### config.mk
export PLATFORM = sky130hd
export DESIGN_NAME = plane_latch_port
export DESIGN_NICKNAME = d
export VERILOG_FILES = /design/src/rtl/plane_latch_pkg.sv /design/src/rtl/plane_cmd_decode.sv /design/src/rtl/plane_pointer.sv /design/src/rtl/plane_latch_bank.sv /design/src/rtl/plane_latch_port.sv
export SDC_FILE = /design/constraint.sdc
export NUM_CORES = 1
export LEC_CHECK = 0
export ABC_AREA = 1
export BUFFER_PORTS_ARGS = -buffer_cell sky130_fd_sc_hd__buf_2
export CAP_MARGIN = 20
export CELL_PAD_IN_SITES_DETAIL_PLACEMENT = 2
export CELL_PAD_IN_SITES_GLOBAL_PLACEMENT = 2
export CORE_MARGIN = 2
export CORE_UTILIZATION = 30
export CTS_CLUSTER_DIAMETER = 120
export CTS_CLUSTER_SIZE = 28
export DETAILED_ROUTE_END_ITERATION = 10
export PLACE_DENSITY_LB_ADDON = 0.25
export SLEW_MARGIN = 5
export SYNTH_ARGS = -nofsm -noshare
export SYNTH_HDL_FRONTEND = slang
export SYNTH_SLANG_ARGS = --single-unit
### constraint.sdc
create_clock -name clk -period 2.2 [get_ports clk]
set_clock_uncertainty 0.1 [all_clocks]
set_input_delay 0.44 -clock clk [delete_from_list [all_inputs] [get_ports clk]]
set_output_delay 0.44 -clock clk [all_outputs]
set_load 0.01 [all_outputs]
### src/rtl/plane_latch_pkg.sv
package plane_latch_pkg;
   localparam int unsigned IDX_W = 8;
   localparam logic [IDX_W-1:0] IDX_FG_DIRECT = 8'hEC;
   localparam logic [IDX_W-1:0] IDX_FG_STREAM = 8'hF0;
   localparam logic [IDX_W-1:0] IDX_PTR_CTRL  = 8'hF1;
   localparam logic [IDX_W-1:0] IDX_BG_STREAM = 8'hF2;

   typedef struct packed {
      logic fg_stream_we;
      logic bg_stream_we;
      logic ptr_load;
      logic fg_rd;
      logic bg_rd;
   } plane_cmd_t;
endpackage

### src/rtl/plane_cmd_decode.sv
module plane_cmd_decode
   import plane_latch_pkg::*;
#(
   parameter int unsigned PLANES = 4
) (
   input  logic              clk,
   input  logic              rst_n,
   input  logic              wr_en,
   input  logic [IDX_W-1:0]  wr_idx,
   input  logic              rd_en,
   input  logic [IDX_W-1:0]  rd_idx,
   output logic [PLANES-1:0] direct_we,
   output plane_cmd_t        cmd
);
   for (genvar p = 0; p < PLANES; p++) begin : g_direct
      localparam logic [IDX_W-1:0] MY_IDX = IDX_W'(int'(IDX_FG_DIRECT) + p);
      assign direct_we[p] = wr_en && (wr_idx == MY_IDX);
   end

   always_comb begin
      cmd.fg_stream_we = wr_en && (wr_idx == IDX_FG_STREAM);
      cmd.bg_stream_we = wr_en && (wr_idx == IDX_BG_STREAM);
      cmd.ptr_load     = wr_en && (wr_idx == IDX_PTR_CTRL);
      cmd.fg_rd        = rd_en && (rd_idx == IDX_FG_STREAM);
      cmd.bg_rd        = rd_en && (rd_idx == IDX_BG_STREAM);
   end

   // one write index hits at most one write action
   p_one_write_r9: assert property (@(posedge clk) disable iff (!rst_n)
      $onehot0({direct_we, cmd.fg_stream_we, cmd.bg_stream_we, cmd.ptr_load}));
endmodule

### src/rtl/plane_pointer.sv
module plane_pointer #(
   parameter int unsigned PTR_W = 2
) (
   input  logic             clk,
   input  logic             rst_n,
   input  logic             load,
   input  logic [PTR_W-1:0] load_val,
   input  logic             clear,
   input  logic             step,
   output logic [PTR_W-1:0] ptr
);
   always_ff @(posedge clk or negedge rst_n) begin
      if (!rst_n)     ptr <= '0;
      else if (load)  ptr <= load_val;
      else if (clear) ptr <= '0;
      else if (step)  ptr <= ptr + 1'b1;
   end

   p_ptr_load_r5: assert property (@(posedge clk) disable iff (!rst_n)
      load |=> ptr == $past(load_val));
   p_ptr_clear_r6: assert property (@(posedge clk) disable iff (!rst_n)
      (clear && !load) |=> ptr == '0);
   p_ptr_step_r3: assert property (@(posedge clk) disable iff (!rst_n)
      (step && !clear && !load) |=> ptr == PTR_W'($past(ptr) + 1));
   p_ptr_hold_r11: assert property (@(posedge clk) disable iff (!rst_n)
      !(load || clear || step) |=> $stable(ptr));
endmodule

### src/rtl/plane_latch_bank.sv
module plane_latch_bank #(
   parameter int unsigned PLANES = 4,
   parameter int unsigned DATA_W = 8,
   localparam int unsigned PTR_W = $clog2(PLANES)
) (
   input  logic                     clk,
   input  logic                     rst_n,
   input  logic [PLANES-1:0]        direct_we,
   input  logic                     stream_we,
   input  logic [PTR_W-1:0]         ptr,
   input  logic [DATA_W-1:0]        wdata,
   output logic [PLANES*DATA_W-1:0] bytes_o
);
   for (genvar p = 0; p < PLANES; p++) begin : g_plane
      logic we;
      logic [DATA_W-1:0] q;
      assign we = direct_we[p] || (stream_we && (ptr == PTR_W'(p)));
      always_ff @(posedge clk or negedge rst_n) begin
         if (!rst_n)  q <= '0;
         else if (we) q <= wdata;
      end
      assign bytes_o[p*DATA_W +: DATA_W] = q;

      p_latch_load_r2: assert property (@(posedge clk) disable iff (!rst_n)
         (direct_we[p] || (stream_we && ptr == PTR_W'(p)))
         |=> bytes_o[p*DATA_W +: DATA_W] == $past(wdata));
      p_latch_keep_r11: assert property (@(posedge clk) disable iff (!rst_n)
         !(direct_we[p] || (stream_we && ptr == PTR_W'(p)))
         |=> $stable(bytes_o[p*DATA_W +: DATA_W]));
   end
endmodule

### src/rtl/plane_latch_port.sv
module plane_latch_port
   import plane_latch_pkg::*;
#(
   parameter int unsigned PLANES     = 4,
   parameter int unsigned DATA_W     = 8,
   parameter int unsigned FG_PTR_LSB = 4,
   parameter bit          ALU_REG    = 1'b0,
   localparam int unsigned PTR_W     = $clog2(PLANES)
) (
   input  logic                     clk,
   input  logic                     rst_n,
   input  logic                     wr_en,
   input  logic [IDX_W-1:0]         wr_idx,
   input  logic [DATA_W-1:0]        wr_data,
   input  logic                     rd_en,
   input  logic [IDX_W-1:0]         rd_idx,
   output logic [DATA_W-1:0]        rd_data,
   input  logic [PTR_W-1:0]         alu_sel,
   output logic [DATA_W-1:0]        alu_fg_operand,
   output logic [PLANES*DATA_W-1:0] fg_bytes,
   output logic [PLANES*DATA_W-1:0] bg_bytes
);
   if (PLANES < 2 || (PLANES & (PLANES - 1)) != 0) begin : g_bad_planes
      $error("PLANES must be a power of two, at least 2");
   end
   if (FG_PTR_LSB < PTR_W || FG_PTR_LSB + PTR_W > DATA_W) begin : g_bad_field
      $error("pointer fields overlap or exceed the data byte");
   end

   plane_cmd_t        cmd;
   logic [PLANES-1:0] direct_we;
   logic [PTR_W-1:0]  fg_ptr, bg_ptr;

   plane_cmd_decode #(.PLANES(PLANES)) i_dec (
      .clk, .rst_n, .wr_en, .wr_idx, .rd_en, .rd_idx,
      .direct_we(direct_we), .cmd(cmd)
   );

   plane_pointer #(.PTR_W(PTR_W)) i_fg_ptr (
      .clk, .rst_n, .load(cmd.ptr_load),
      .load_val(wr_data[FG_PTR_LSB +: PTR_W]),
      .clear(cmd.fg_rd), .step(cmd.fg_stream_we), .ptr(fg_ptr)
   );

   plane_pointer #(.PTR_W(PTR_W)) i_bg_ptr (
      .clk, .rst_n, .load(cmd.ptr_load),
      .load_val(wr_data[PTR_W-1:0]),
      .clear(cmd.bg_rd), .step(cmd.bg_stream_we), .ptr(bg_ptr)
   );

   plane_latch_bank #(.PLANES(PLANES), .DATA_W(DATA_W)) i_fg_bank (
      .clk, .rst_n, .direct_we(direct_we), .stream_we(cmd.fg_stream_we),
      .ptr(fg_ptr), .wdata(wr_data), .bytes_o(fg_bytes)
   );

   plane_latch_bank #(.PLANES(PLANES), .DATA_W(DATA_W)) i_bg_bank (
      .clk, .rst_n, .direct_we('0), .stream_we(cmd.bg_stream_we),
      .ptr(bg_ptr), .wdata(wr_data), .bytes_o(bg_bytes)
   );

   always_comb begin
      if (cmd.fg_rd)      rd_data = fg_bytes[fg_ptr*DATA_W +: DATA_W];
      else if (cmd.bg_rd) rd_data = bg_bytes[bg_ptr*DATA_W +: DATA_W];
      else                rd_data = '1;
   end

   if (ALU_REG) begin : g_alu_reg
      always_ff @(posedge clk or negedge rst_n) begin
         if (!rst_n) alu_fg_operand <= '0;
         else        alu_fg_operand <= fg_bytes[alu_sel*DATA_W +: DATA_W];
      end
   end else begin : g_alu_comb
      assign alu_fg_operand = fg_bytes[alu_sel*DATA_W +: DATA_W];
   end

   // an unhandled read with no write leaves both banks untouched
   p_unhandled_quiet_r8: assert property (@(posedge clk) disable iff (!rst_n)
      (rd_en && !wr_en && rd_idx != IDX_FG_STREAM && rd_idx != IDX_BG_STREAM)
      |=> $stable(fg_bytes) && $stable(bg_bytes));
endmodule

==> results.toml <==
[status]
outcome = "complete, but fails checks"
violations = "negative setup slack"

[placed_design]
post-dp-hpwl_um = 11300
placed_cell_area_sq_mm = 0.00471
port_buffers = 109
placed_cells = 760
gp_congestion = 0.804

[global_route]
use_met1_pct = 30.0
grt_pass1_vias = 4401
grt_max_degree = 69
grt-busiest-layer = "met2"
track_usage_pct = 21.9
grtUsageMet2_pct = 36.2
gr-total-overflow = 0
antenna_found_initial = 0
grt_pass1_wl_um = 24600
grt.met3_usage_pct = 3.30

[die]
core-area_sq_mm = 0.0128
std_cell_rows = 41
die_h_um = 119
die-area_sq_mm = 0.0141
io_pins = 110
start_util_pct = 31.0
die_x_um = 119

[route]
viasPerCell = 5.12
wl_per_cell_um = 19.3
drc_errors = 0
dr.pass1.iters = 4
finalWirelength_um = 15200
ant_nets = 0
first_iter_violations = 164
via_count = 4024

[synthesis]
synth_top_family_by_area = "simple AND/OR/NAND/NOR gates"
syn_area_sq_mm = 0.00396
yosys_warnings = 0
yosysTopAreaCellShare_pct = 42.9
synth_compound_area_share_pct = 17.5
synth_top_cells_by_area = "dfrtp_1 (43%), nand2_1 (12%), nor2_1 (5.8%), o21ai_2 (5.5%), nand3_1 (4.9%)"
ys.flop_type = "dfrtp_1"
yosys.area_share.adder_pct = 2.53
netlist_instances = 485
ys_ff_latch = 68
synth-async-reset-ratio_pct = 100
synth_area_per_cell_sq_um = 8.17
synthSimpleGateAreaFrac_pct = 32.0
synth_edf_count = 0
synth_xor_area_share_pct = 0
ys_types = 29
syn-num-nets = 523
ys_seq_area_share_pct = 42.9
yosys.area.top_type = "dfrtp_1"
synth_mux_area_share_pct = 0

[critical_path]
path_class = "flip-flop to output pin"
cpPeakStageDelay_ns = 0.45
slowest_stage = "dfrtp_2"
r2r_start = "i_bg_ptr.ptr[0]"
r2r_end = "i_bg_bank.g_plane[3].q[4]"
critPathRequiredTime_ns = 1.66
reg2regPathDepth = 8
cp.arrival_ns = 1.66
cp-start-kind = "flip-flop"
crit_path_end = "rd_data[1]"
end_kind = "output pin"
cp_cell_sequence = "buf_12 > o21ai_0 > o22ai_1 > nor2_1 > nor2_1 > buf_2"
reg2reg_slack_ns = 0.41
path_common_cell = "nor2_1"
cp_max_fo = 16
startpoint = "i_fg_ptr.ptr[0]"

[sta]
finalHoldViolations = 0
drv_slew = 0
setup_ws_ns = -0.000685
period_share_pct = 100
slew-limit-headroom_pct = 72.2
setup_viol = 1
whs_ns = 0.00554
clock.fmax_mhz = 454
worstMarginPinSlew_ns = 0.416
rsz0062_at_grt = "yes"
period_minus_slack_ns = 2.20

[clock_network]
cts_tree = "yes"
cts.sinks = 68
numCtsBuffers = 9
cts-root-buf = "clkbuf_16"
ctsHoldBuffers = 0
htreeDepth = 3
path_clk_slew_ns = 0.06
cts_max_path_buffers = 2
insertion_delay_ns = 0.34

[power_and_ir_drop]
swShare_pct = 30.0
switchingPower_mw = 1.09
pwr-share-seq_pct = 38.0
leakage_nw = 2.81
power_frac_comb_pct = 20.8
powerDensity_mw_per_mm2 = 692
p_int_mw = 2.56
irDropWorstVdd_uv = 364
power.share.clock_pct = 41.3

[layout]
final_area_sq_mm = 0.00527
fin_nets = 647
drive_gt1_share_pct = 36.0
fin_cells = 786
diodes = 0
syn_to_final_growth_pct = 33.0

[worst_hold_path]
hp-class = "input port to async pin"

[flow_run]
drv_cap = 0
cells by family (layout without fill, tap and decap cells):
kind of cell	count (synthesis)	count (layout)
compound gates	112	112
flops	68	68
buf+inv	41	170
fa+ha+maj	8	8
simple gates	256	256
power groups by stage:
stage / combinational [mW] / clock, mW / sequential (mW)
after floorplan: 0.344 / 0 / 1.39
after global placement: 0.575 / 0 / 1.39
after detailed placement: 0.600 / 0 / 1.39
after CTS: 0.672 / 1.52 / 1.38
after global routing: 0.839 / 1.57 / 1.39
final: 0.759 / 1.51 / 1.39
worst min-delay path by stage:
| stage | start | end |
|---|---|---|
| floorplan | rst_n | i_bg_bank.g_plane[0].q[0] |
| global placement | rst_n | i_fg_bank.g_plane[3].q[0] |
| detailed placement | rst_n | i_fg_bank.g_plane[3].q[1] |
| CTS | rst_n | i_fg_bank.g_plane[3].q[1] |
| global route | rst_n | i_fg_bank.g_plane[3].q[1] |
| finish | rst_n | i_fg_bank.g_plane[3].q[1] |
synthesized netlist by cell type (2+ instances only):
cell,n
nand2_1,124
dfrtp_1,68
nor2_1,61
nand3_1,39
o21ai_0,32
o21ai_2,25
inv_1,19
a21oi_1,16
o22ai_1,16
o21ai_1,15
a22oi_1,8
buf_2,8
ha_1,8
nand2_8,6
nand4_1,6
inv_2,5
buf_6,4
nand2_2,4
nand2_4,4
nand3_2,4
clkbuf_1,3
nand4_4,2
nor2_8,2
per-layer routing:
metal	vias up	wire length, um
met3	11	574
met2	91	7460
li1	1887	-
met1	2035	7020
met5	-	0
met4	0	145
per-stage QoR:
| step | setup WS [ns] | utilization, % | power (mW) | setup TNS [ns] |
|---|---|---|---|---|
| 6_report | -0.000685 | 41.3 | 3.65 | -0.000685 |
| 5_1_grt | -0.0816 | 41.3 | 3.81 | -0.348 |
| 4_1_cts | -0.0110 | 40.0 | 3.57 | -0.0110 |
| 3_5_place_dp | 0.245 | 36.9 | 1.99 | 0 |
| 3_3_place_gp | 0.290 | 36.9 | 1.97 | 0 |
| 2_1_floorplan | 0.414 | - | 1.73 | 0 |
state kept, by name (all words and copies together), names as in the netlist:
signal,count
i_fg_ptr.ptr,2
i_bg_ptr.ptr,2
i_bg_bank.g_plane.q,32
i_fg_bank.g_plane.q,32
timing repair:
item / CTS / global route
setup endpoints to repair: 8 / 8
pin swaps: 2 / 10
buffers inserted: 5 / 5
resized for setup: 11 / 37
layout by cell type (no fill, tap or decap), drive strengths merged:
cell type,instances
o22ai,16
clkinv,4
and2,1
ha,8
a21oi,16
nand3,43
o21ai,72
nand2,138
dfrtp,68
clkinvlp,1
a22oi,8
inv,24
clkbuf,12
buf,128
nor2,65
nor3,1
nand4,8
bufinv,1
area by class of cell:
type / instances / area (sq um)
flip-flops and latches: 68 / 1700
clock inverters: 4 / 47.5
inverters: 26 / 135
repair buffers: 128 / 771
well taps: 172 / 215
clock buffers: 12 / 256
fillers: 1470 / 7500
multi-input cells: 376 / 2140
critical path, delay by kind of cell, from the launching register on:
family                 cells  cell delay, ns
AO/OA/AOI/OAI              2            0.40
AND/OR/NAND/NOR            2            0.16
buffers and inverters      2            0.30
flip-flops                 1            0.45
No activity file was read; power rests on OpenSTA's default activity.
